**src/rtl/bus_seq_pkg.sv**
```systemverilog
package bus_seq_pkg;
    localparam int ADDR_W     = 16;
    localparam int DATA_W     = 8;
    localparam int MC_PHASES  = 12;
    localparam int PH_W       = $clog2(MC_PHASES);
    // phase windows inside one machine cycle
    localparam int ALE_LAST   = 2;
    localparam int ADDR_LAST  = 3;
    localparam int PSEN_FIRST = 4;
    localparam int PSEN_LAST  = 9;
    localparam int STB_FIRST  = 5;
    localparam int STB_LAST   = 10;

    typedef enum logic [1:0] {
        K_IDLE  = 2'b00,
        K_FETCH = 2'b01,
        K_READ  = 2'b10,
        K_WRITE = 2'b11
    } kind_e;

    typedef struct packed {
        kind_e               kind;
        logic                ext;
        logic [ADDR_W-1:0]   addr;
        logic [DATA_W-1:0]   wdata;
    } req_t;
endpackage

```
**src/rtl/bus_phase_ctr.sv**
```systemverilog
module bus_phase_ctr
    import bus_seq_pkg::*;
(
    input  logic            clk,
    input  logic            rst_n,
    output logic [PH_W-1:0] phase_o,
    output logic            last_o
);
    localparam logic [PH_W-1:0] LAST = PH_W'(MC_PHASES - 1);

    typedef struct packed {
        logic [PH_W-1:0] ph;
    } ctr_t;

    ctr_t ctr_d, ctr_q;

    always_comb begin
        ctr_d    = ctr_q;
        ctr_d.ph = (ctr_q.ph == LAST) ? '0 : ctr_q.ph + 1'b1;
    end

    always_ff @(posedge clk or negedge rst_n) begin
        if (!rst_n) ctr_q <= '0;
        else        ctr_q <= ctr_d;
    end

    assign phase_o = ctr_q.ph;
    assign last_o  = (ctr_q.ph == LAST);

    p_wrap_r1: assert property (@(posedge clk) disable iff (!rst_n)
        (phase_o == LAST) |=> (phase_o == '0));
    p_step_r1: assert property (@(posedge clk) disable iff (!rst_n)
        (phase_o != LAST) |=> (phase_o == $past(phase_o) + 1'b1));
endmodule

```
**src/rtl/bus_req_decode.sv**
```systemverilog
module bus_req_decode
    import bus_seq_pkg::*;
#(
    parameter int ROM_BYTES = 4096
) (
    input  kind_e             kind_i,
    input  logic [ADDR_W-1:0] pc_i,
    input  logic [ADDR_W-1:0] dptr_i,
    input  logic [7:0]        ri_i,
    input  logic [7:0]        p2_i,
    input  logic [DATA_W-1:0] wdata_i,
    input  logic              ind8_i,
    input  logic              rom_en_i,
    output req_t              req_o
);
    localparam logic [ADDR_W:0] ROM_LIM = (ADDR_W+1)'(ROM_BYTES);

    always_comb begin
        req_o       = '0;
        req_o.kind  = kind_i;
        req_o.wdata = wdata_i;
        unique case (kind_i)
            K_FETCH: begin
                req_o.addr = pc_i;
                req_o.ext  = !(rom_en_i && ({1'b0, pc_i} < ROM_LIM));
            end
            K_READ, K_WRITE: begin
                req_o.addr = ind8_i ? {p2_i, ri_i} : dptr_i;
                req_o.ext  = 1'b1;
            end
            default: begin
                req_o.addr = '0;
                req_o.ext  = 1'b0;
            end
        endcase
    end
endmodule

```
**src/rtl/bus_strobe_gen.sv**
```systemverilog
module bus_strobe_gen
    import bus_seq_pkg::*;
(
    input  logic              clk,
    input  logic              rst_n,
    input  logic [PH_W-1:0]   phase_i,
    input  req_t              cur_i,
    output logic              ale_o,
    output logic              psen_n_o,
    output logic              rd_n_o,
    output logic              wr_n_o,
    output logic              lo_oe_o,
    output logic [DATA_W-1:0] lo_out_o,
    output logic              cap_o
);
    localparam logic [PH_W-1:0] P_ALE_L  = PH_W'(ALE_LAST);
    localparam logic [PH_W-1:0] P_ADR_L  = PH_W'(ADDR_LAST);
    localparam logic [PH_W-1:0] P_PSN_F  = PH_W'(PSEN_FIRST);
    localparam logic [PH_W-1:0] P_PSN_L  = PH_W'(PSEN_LAST);
    localparam logic [PH_W-1:0] P_STB_F  = PH_W'(STB_FIRST);
    localparam logic [PH_W-1:0] P_STB_L  = PH_W'(STB_LAST);

    logic in_addr, in_psen, in_stb;

    always_comb begin
        in_addr  = (phase_i <= P_ADR_L);
        in_psen  = (phase_i >= P_PSN_F) && (phase_i <= P_PSN_L);
        in_stb   = (phase_i >= P_STB_F) && (phase_i <= P_STB_L);
        ale_o    = cur_i.ext && (phase_i <= P_ALE_L);
        psen_n_o = !(cur_i.ext && cur_i.kind == K_FETCH && in_psen);
        rd_n_o   = !(cur_i.ext && cur_i.kind == K_READ  && in_stb);
        wr_n_o   = !(cur_i.ext && cur_i.kind == K_WRITE && in_stb);
        lo_oe_o  = cur_i.ext && (in_addr || cur_i.kind == K_WRITE);
        if (in_addr)                   lo_out_o = cur_i.addr[DATA_W-1:0];
        else if (cur_i.kind == K_WRITE) lo_out_o = cur_i.wdata;
        else                           lo_out_o = '0;
        cap_o    = cur_i.ext &&
                   ((cur_i.kind == K_FETCH && phase_i == P_PSN_L) ||
                    (cur_i.kind == K_READ  && phase_i == P_STB_L));
    end

    p_excl_r9: assert property (@(posedge clk) disable iff (!rst_n)
        !psen_n_o |-> (rd_n_o && wr_n_o));
    p_ale_quiet_r2: assert property (@(posedge clk) disable iff (!rst_n)
        ale_o |-> (psen_n_o && rd_n_o && wr_n_o));
    p_read_float_r5: assert property (@(posedge clk) disable iff (!rst_n)
        (!rd_n_o || !psen_n_o) |-> !lo_oe_o);
    p_write_drive_r6: assert property (@(posedge clk) disable iff (!rst_n)
        !wr_n_o |-> lo_oe_o);
endmodule

```
**src/rtl/ext_bus_sequencer.sv**
```systemverilog
module ext_bus_sequencer
    import bus_seq_pkg::*;
#(
    parameter int ROM_BYTES = 4096
) (
    input  logic        clk,
    input  logic        rst_n,
    input  logic [1:0]  cyc_kind,
    input  logic [15:0] pc,
    input  logic [15:0] dptr,
    input  logic [7:0]  ri_addr,
    input  logic        ind8,
    input  logic [7:0]  p2_latch,
    input  logic [7:0]  wdata,
    input  logic        rom_en,
    input  logic [7:0]  port_lo_in,
    output logic        ale,
    output logic        psen_n,
    output logic        rd_n,
    output logic        wr_n,
    output logic        port_lo_oe,
    output logic [7:0]  port_lo_out,
    output logic [7:0]  port_hi_out,
    output logic [7:0]  rdata,
    output logic        rdata_valid,
    output logic        fetch_internal,
    output logic [3:0]  mc_phase
);
    typedef struct packed {
        req_t              cur;
        logic [DATA_W-1:0] rdata;
        logic              rvalid;
    } seq_t;

    seq_t            seq_d, seq_q;
    req_t            nreq;
    logic [PH_W-1:0] phase;
    logic            last, cap;

    bus_phase_ctr u_ctr (
        .clk     (clk),
        .rst_n   (rst_n),
        .phase_o (phase),
        .last_o  (last)
    );

    bus_req_decode #(.ROM_BYTES(ROM_BYTES)) u_dec (
        .kind_i   (kind_e'(cyc_kind)),
        .pc_i     (pc),
        .dptr_i   (dptr),
        .ri_i     (ri_addr),
        .p2_i     (p2_latch),
        .wdata_i  (wdata),
        .ind8_i   (ind8),
        .rom_en_i (rom_en),
        .req_o    (nreq)
    );

    bus_strobe_gen u_stb (
        .clk      (clk),
        .rst_n    (rst_n),
        .phase_i  (phase),
        .cur_i    (seq_q.cur),
        .ale_o    (ale),
        .psen_n_o (psen_n),
        .rd_n_o   (rd_n),
        .wr_n_o   (wr_n),
        .lo_oe_o  (port_lo_oe),
        .lo_out_o (port_lo_out),
        .cap_o    (cap)
    );

    always_comb begin
        seq_d        = seq_q;
        seq_d.rvalid = 1'b0;
        if (last) seq_d.cur = nreq;
        if (cap) begin
            seq_d.rdata  = port_lo_in;
            seq_d.rvalid = 1'b1;
        end
    end

    always_ff @(posedge clk or negedge rst_n) begin
        if (!rst_n) seq_q <= '0;
        else        seq_q <= seq_d;
    end

    assign port_hi_out    = seq_q.cur.ext ? seq_q.cur.addr[ADDR_W-1:DATA_W] : p2_latch;
    assign rdata          = seq_q.rdata;
    assign rdata_valid    = seq_q.rvalid;
    assign fetch_internal = (seq_q.cur.kind == K_FETCH) && !seq_q.cur.ext;
    assign mc_phase       = phase;

    p_hi_hold_r8: assert property (@(posedge clk) disable iff (!rst_n)
        (seq_q.cur.ext && !last) |=> $stable(port_hi_out));
    p_valid_pulse_r4: assert property (@(posedge clk) disable iff (!rst_n)
        rdata_valid |=> !rdata_valid);
    p_int_quiet_r7: assert property (@(posedge clk) disable iff (!rst_n)
        fetch_internal |-> (psen_n && !ale && !port_lo_oe));
endmodule

```
**config.mk**
```make
export PLATFORM = sky130hd
export DESIGN_NAME = ext_bus_sequencer
export DESIGN_NICKNAME = d
export VERILOG_FILES = /design/src/rtl/bus_seq_pkg.sv /design/src/rtl/bus_phase_ctr.sv /design/src/rtl/bus_req_decode.sv /design/src/rtl/bus_strobe_gen.sv /design/src/rtl/ext_bus_sequencer.sv
export SDC_FILE = /design/constraint.sdc
export NUM_CORES = 1
export LEC_CHECK = 0
export CELL_PAD_IN_SITES_DETAIL_PLACEMENT = 0
export CELL_PAD_IN_SITES_GLOBAL_PLACEMENT = 1
export CORE_MARGIN = 3
export CORE_UTILIZATION = 41
export CTS_CLUSTER_DIAMETER = 100
export CTS_CLUSTER_SIZE = 25
export DETAILED_ROUTE_END_ITERATION = 8
export DONT_BUFFER_PORTS = 1
export GPL_ROUTABILITY_DRIVEN = 0
export MAX_ROUTING_LAYER = met4
export PLACE_DENSITY_LB_ADDON = 0.1
export SYNTH_ARGS = -nofsm -noshare
export SYNTH_HDL_FRONTEND = slang
export SYNTH_SLANG_ARGS = --single-unit
```
**constraint.sdc**
```tcl
create_clock -name clk -period 3.8 [get_ports clk]
set_input_delay 0.38 -clock clk [delete_from_list [all_inputs] [get_ports clk]]
set_output_delay 0.38 -clock clk [all_outputs]
set_load 0.02 [all_outputs]
```
### Yosys cells after proc, flatten, opt, wreduce, memory -nomap -nowiden

Index checks and enable logic that the tools add are counted.

| word-level totals | value |
|---|---|
| register bits after elaboration | 40 |
| input bits | 70 |
| output and inout bits | 35 |

| operators by class | value |
|---|---|
| $add $sub $neg | 1 |
| magnitude comparators | 7 |
| equality and inequality tests | 9 |
| muxes and demuxes | 7 |
| reductions and logical operators | 23 |

Operators with widths:

| cell | number |
|---|---|
| one-hot mux 17 bit (2 select lines) | 1 |
| 2-to-1 mux 8 bit | 3 |
| < comparator 16 x 13 -> 1 bit (second input constant) | 1 |
| 2-to-1 mux 16 bit | 1 |
| logical AND 1 bit | 15 |
| equality test 4 bit (second input constant) | 3 |
| equality test 2 bit (second input constant) | 4 |
| greater-or-equal comparator 4 x 3 -> 1 bit (second input constant) | 2 |
| less-or-equal comparator 4 x 2 -> 1 bit (second input constant) | 2 |
| less-or-equal comparator 4 bit (second input constant) | 2 |
| zero test 1 bit | 5 |
| adder 4 x 1 -> 4 bit (second input constant) | 1 |
| equality test 2 x 1 -> 1 bit (second input constant) | 2 |
| 2-to-1 mux 4 bit | 1 |
| logical OR 1 bit | 2 |
| OR reduction 2 bit | 1 |
| 2-to-1 mux 1 bit | 1 |

### Longest topological paths before layout

| logic depth | value |
|---|---|
| depth after elaboration | 5 |
| gate-level depth with buffers | 6 |

### Cells and area by module

From an unflattened synthesis, not the netlist that was laid out.

| second synthesis, totals | value |
|---|---|
| cell total of the unflattened synthesis | 188 |
| area total of the unflattened synthesis | 2,487.4 µm² |

Modules (own cells, without submodules):

| module | times used | cells an instance | area an instance (µm²) |
|---|---|---|---|
| ext_bus_sequencer | 1 | 93 | 1,589.0 |
| bus_req_decode | 1 | 53 | 514.2 |
| bus_strobe_gen | 1 | 28 | 210.2 |
| bus_phase_ctr | 1 | 14 | 173.9 |

### Least setup slack after synthesis

OpenSTA, ideal clock, no wires.

| path | value |
|---|---|
| path kind | register to register |
| start | register u_ctr.ctr_q (netlist bit u_ctr.phase_o[1]) |
| end | register seq_q (netlist bit rdata[0]) |
| setup time | 0.125 ns |
| arrival | 1.669 ns |
| required time | 3.675 ns |
| path slack | 2.006 ns |
| stages on the path, launching flop included | 6 |
| clock period less this slack | 1.794 ns |
| cells stage by stage | dfrtp_1 -> inv_1 -> ha_1 -> nand3b_4 -> a211oi_4 -> mux2_2 |

| between the ends | value |
|---|---|
| cells in the longest elaborated chain, start to end | 4 |
| elaborated cells on any way between the ends | 6 |
| those cells by class | eq/ne (2); reduce/logical (4) |

Ends and longest elaborated chain:

| element | RTL line | RTL |
|---|---|---|
| start: declaration | bus_phase_ctr.sv:15 | `ctr_t ctr_d, ctr_q;` |
| start signal: assignment | bus_phase_ctr.sv:24 | `else ctr_q <= ctr_d;` |
| equality test 4 bit (on tied branches) | bus_strobe_gen.sv:38, bus_strobe_gen.sv:39 |  |
| logical AND 1 bit (on tied branches) | bus_strobe_gen.sv:38, bus_strobe_gen.sv:39 |  |
| logical OR 1 bit * | bus_strobe_gen.sv:38 | `((cur_i.kind == K_FETCH && phase_i == P_PSN_L) \|\|` |
| logical AND 1 bit * | bus_strobe_gen.sv:37 | `cap_o = cur_i.ext &&` |
| via cap | ext_bus_sequencer.sv:38 | `logic last, cap;` |
| end signal: assignment | ext_bus_sequencer.sv:85 | `else seq_q <= seq_d;` |
| end: declaration | ext_bus_sequencer.sv:35 | `seq_t seq_d, seq_q;` |

Mark *: on every way through the listed nets, which the timed path passes. The rest lies on a longest branch.
A chain may end at the register's enable or synchronous reset.

### Worst setup path after layout

| path | value |
|---|---|
| start | register u_ctr.ctr_q (netlist bit u_ctr.phase_o[3]) |
| end | output port_lo_out[6] |

| between the ends | value |
|---|---|
| cells in the longest elaborated chain, start to end | 2 |

Ends and longest elaborated chain:

| element | RTL line | RTL |
|---|---|---|
| less-or-equal comparator 4 x 2 -> 1 bit | bus_strobe_gen.sv:26 | `in_addr = (phase_i <= P_ADR_L);` |
| 2-to-1 mux 8 bit | bus_strobe_gen.sv:34 | `if (in_addr) lo_out_o = cur_i.addr[DATA_W-1:0];` |
| end: declaration | ext_bus_sequencer.sv:22 | `output logic [7:0] port_lo_out,` |

Every way passes these cells.

==> results.py <==
metrics = {
    "floorplan": {
        "dieHeight_um": 79.62,
        "core_mm2": 0.005172,
        "dieArea_mm2": 0.006339,
        "start_util": 0.4296,
        "num_rows": 26,
        "fp.dieW_um": 79.62,
        "ioPinCount": 105,
    },
    "power_and_ir_drop": {
        "power_leakage_nw": 1.012,
        "ir_drop_v": 0.0001324,
        "p_per_area_mw_per_mm2": 385.4,
        "p_total_w": 0.0009002,
    },
    "outcome": {
        "status": "finished clean",
    },
    "finish": {
        "n_antenna_cell": 0,
        "nNetsFinal": 262,
        "design_area_mm2": 0.002336,
        "final_layout_size_suffix_gt1_frac": 0.3069,
        "fin_util": 0.4516,
        "mostFrequentLayoutCells": "mux2_2, dfrtp_1, nand2_1, o21ai_0, a22oi_1",
        "synthToLayoutAreaGrowth_pct": 5.124,
        "final_common_cell": "mux2_2",
    },
    "clock_tree": {
        "cts_setup_buffers": 0,
        "clk_path_buf_depth": 2,
        "cts.clk_slew.worst_paths_ps": 80,
        "cts_tree": "done",
        "numClockSinks": 40,
        "cts_resized": 0,
        "cts_buffers": 5,
        "root_buffer": "clkbuf_8",
        "h-tree-depth": 2,
        "clk_latency_ps": 290,
    },
    "route": {
        "vias_per_cell": 5.842,
        "drc": 0,
        "drt_pass1_iterations": 4,
        "routed_wl_um": 5056,
        "wl_per_cell_um": 19.52,
        "vias": 1513,
        "ant_nets": 0,
        "drtIter0Drc": 77,
    },
    "timing": {
        "max_slew_margin": 0.2086,
        "setup_viol": 0,
        "rsz0062_at_grt": "no",
        "final-hold-violation-count": 0,
        "tightest_slew_ps": 1185,
        "fin_skew_ps": 2.055,
        "min_period_ps": 2398,
        "hold_ws_ps": 237.2,
        "setup-tns-final_ps": 0,
        "slew_violations": 0,
        "finalCritPeriodShare": 0.6309,
        "fmax_ghz": 0.4171,
    },
    "logic_synthesis": {
        "syn_area_mm2": 0.002222,
        "synth_edf_count": 0,
        "ys.flop_type": "dfrtp_1",
        "synth_cell_type_count": 32,
        "seq_area_frac_synth": 0.4505,
        "synth.avg_cell_area_um2": 11.28,
        "yosys_warnings": 0,
        "syn_inst": 197,
        "synth_nets": 271,
        "async_flop_share": 1.000,
        "ys_ff_latch": 40,
    },
    "hold_path": {
        "holdCritPathClass": "in2reg",
    },
    "critical_path": {
        "startpoint_type": "register",
        "crit_fanout": 11,
        "crit_required_ps": 3420,
        "crit_type": "reg2out",
        "critical_path_arrival_ps": 2020,
        "end_kind": "output port",
    },
    "job": {
        "drv_cap": 0,
    },
    "placed_design": {
        "dp_hpwl_um": 3751,
        "io_buffers": 0,
        "dpl_cell_area_mm2": 0.002213,
    },
    "global_route": {
        "grt.total_usage": 0.1711,
        "grt_pass1_vias": 1601,
        "grt_pass1_wl_um": 8066,
        "grt_max_degree": 41,
        "antenna_found_initial": 0,
        "grt-ovfl-total": 0,
    },
}
-- cells by family (layout without fill, tap and decap cells) --
group / after synthesis / count (layout) / share of synthesized area
buffers and inverters: 23 / 15 / 0.05518
multiplexers: 44 / 44 / 0.2224
XOR/XNOR: 1 / 1 / 0.003942
flip-flops: 40 / 40 / 0.4505
adder cells (fa/ha/maj): 4 / 4 / 0.02252
AO/OA/AOI/OAI: 46 / 46 / 0.1458
AND/OR/NAND/NOR: 39 / 39 / 0.09967
-- path summary, 6_finish.rpt --
check,depth (start not counted),from,slack [ps],endpoint
hold / removal,1,wdata[7],240,seq_q[16]
min in group asynchronous,2,rst_n,550,u_ctr.phase_o[0]
hold reg to reg,2,seq_q[28],480,seq_q[28]
setup / recovery,4,u_ctr.phase_o[3],1400,port_lo_out[6]
setup reg to reg,4,u_ctr.phase_o[1],1590,seq_q[33]
max in group asynchronous,2,rst_n,3040,rdata[1]
-- cells in the mapped netlist, types with 2 or more instances --
master	instances	share of area
mux2_2	43	0.22
clkbuf_1	6	0.010
a22o_1	8	0.032
inv_1	3	0.0051
dfrtp_1	40	0.45
nor2b_1	3	0.0084
nand4b_1	2	0.0079
nor2_1	3	0.0051
buf_4	8	0.027
ha_1	4	0.023
nand2_1	20	0.034
nand2b_1	2	0.0056
nand3b_4	2	0.018
o21ai_0	17	0.038
a22oi_1	15	0.051
buf_2	5	0.011
-- worst max-delay path: stages (launching register included) --
cell and delay, ps:
dfrtp_1 590, nor2_1 80, buf_4 190, nor2_1 510
a22o_1 370
-- where the power goes --
group | switching (W) | internal (W) | total (W) | leakage, nW
combinational | 0.0000610 | 0.0000565 | 0.000117 | 0.471
sequential | 0.0000377 | 0.000457 | 0.000495 | 0.491
clock | 0.000143 | 0.000145 | 0.000288 | 0.0510
-- routing by layer --
| layer | global-route usage | routed length (um) | vias to the layer above |
|---|---|---|---|
| li1 | - | - | 684 |
| met1 | 0.2112 | 2063 | 746 |
| met2 | 0.2780 | 2527 | 72 |
| met3 | 0.04515 | 359 | 11 |
| met4 | 0.04639 | 105 | 0 |
| met5 | - | 0 | - |
-- stage by stage --
step           std cells  setup WS (ps)
2_1_floorplan        197           2006
5_1_grt              259           1208
6_report             259           1402
4_1_cts              259           1401
3_3_place_gp         249           1658
3_5_place_dp         249           1590
-- area by class of cell --
type / count / area [um^2]
fillers: 482 / 2836
multi-input cells: 134 / 1099
flip-flops and latches: 40 / 1001
well taps: 70 / 87.58
clock buffers: 6 / 82.58
repair buffers: 4 / 45.04
inverters: 3 / 11.26
clock inverters: 2 / 10.01
-- what timing repair did --
action | 4_1_cts | 5_1_grt
endpoints found under the setup margin | 0 | 0
hold endpoints to repair | 40 | 0
hold buffers | 2 | 0
-- registers in the layout (all words and copies together), names as in the netlist --
register       count
seq_q             27
rdata              8
u_ctr.phase_o      4
rdata_valid        1
Note: power is estimated with default switching activity, not from simulation.
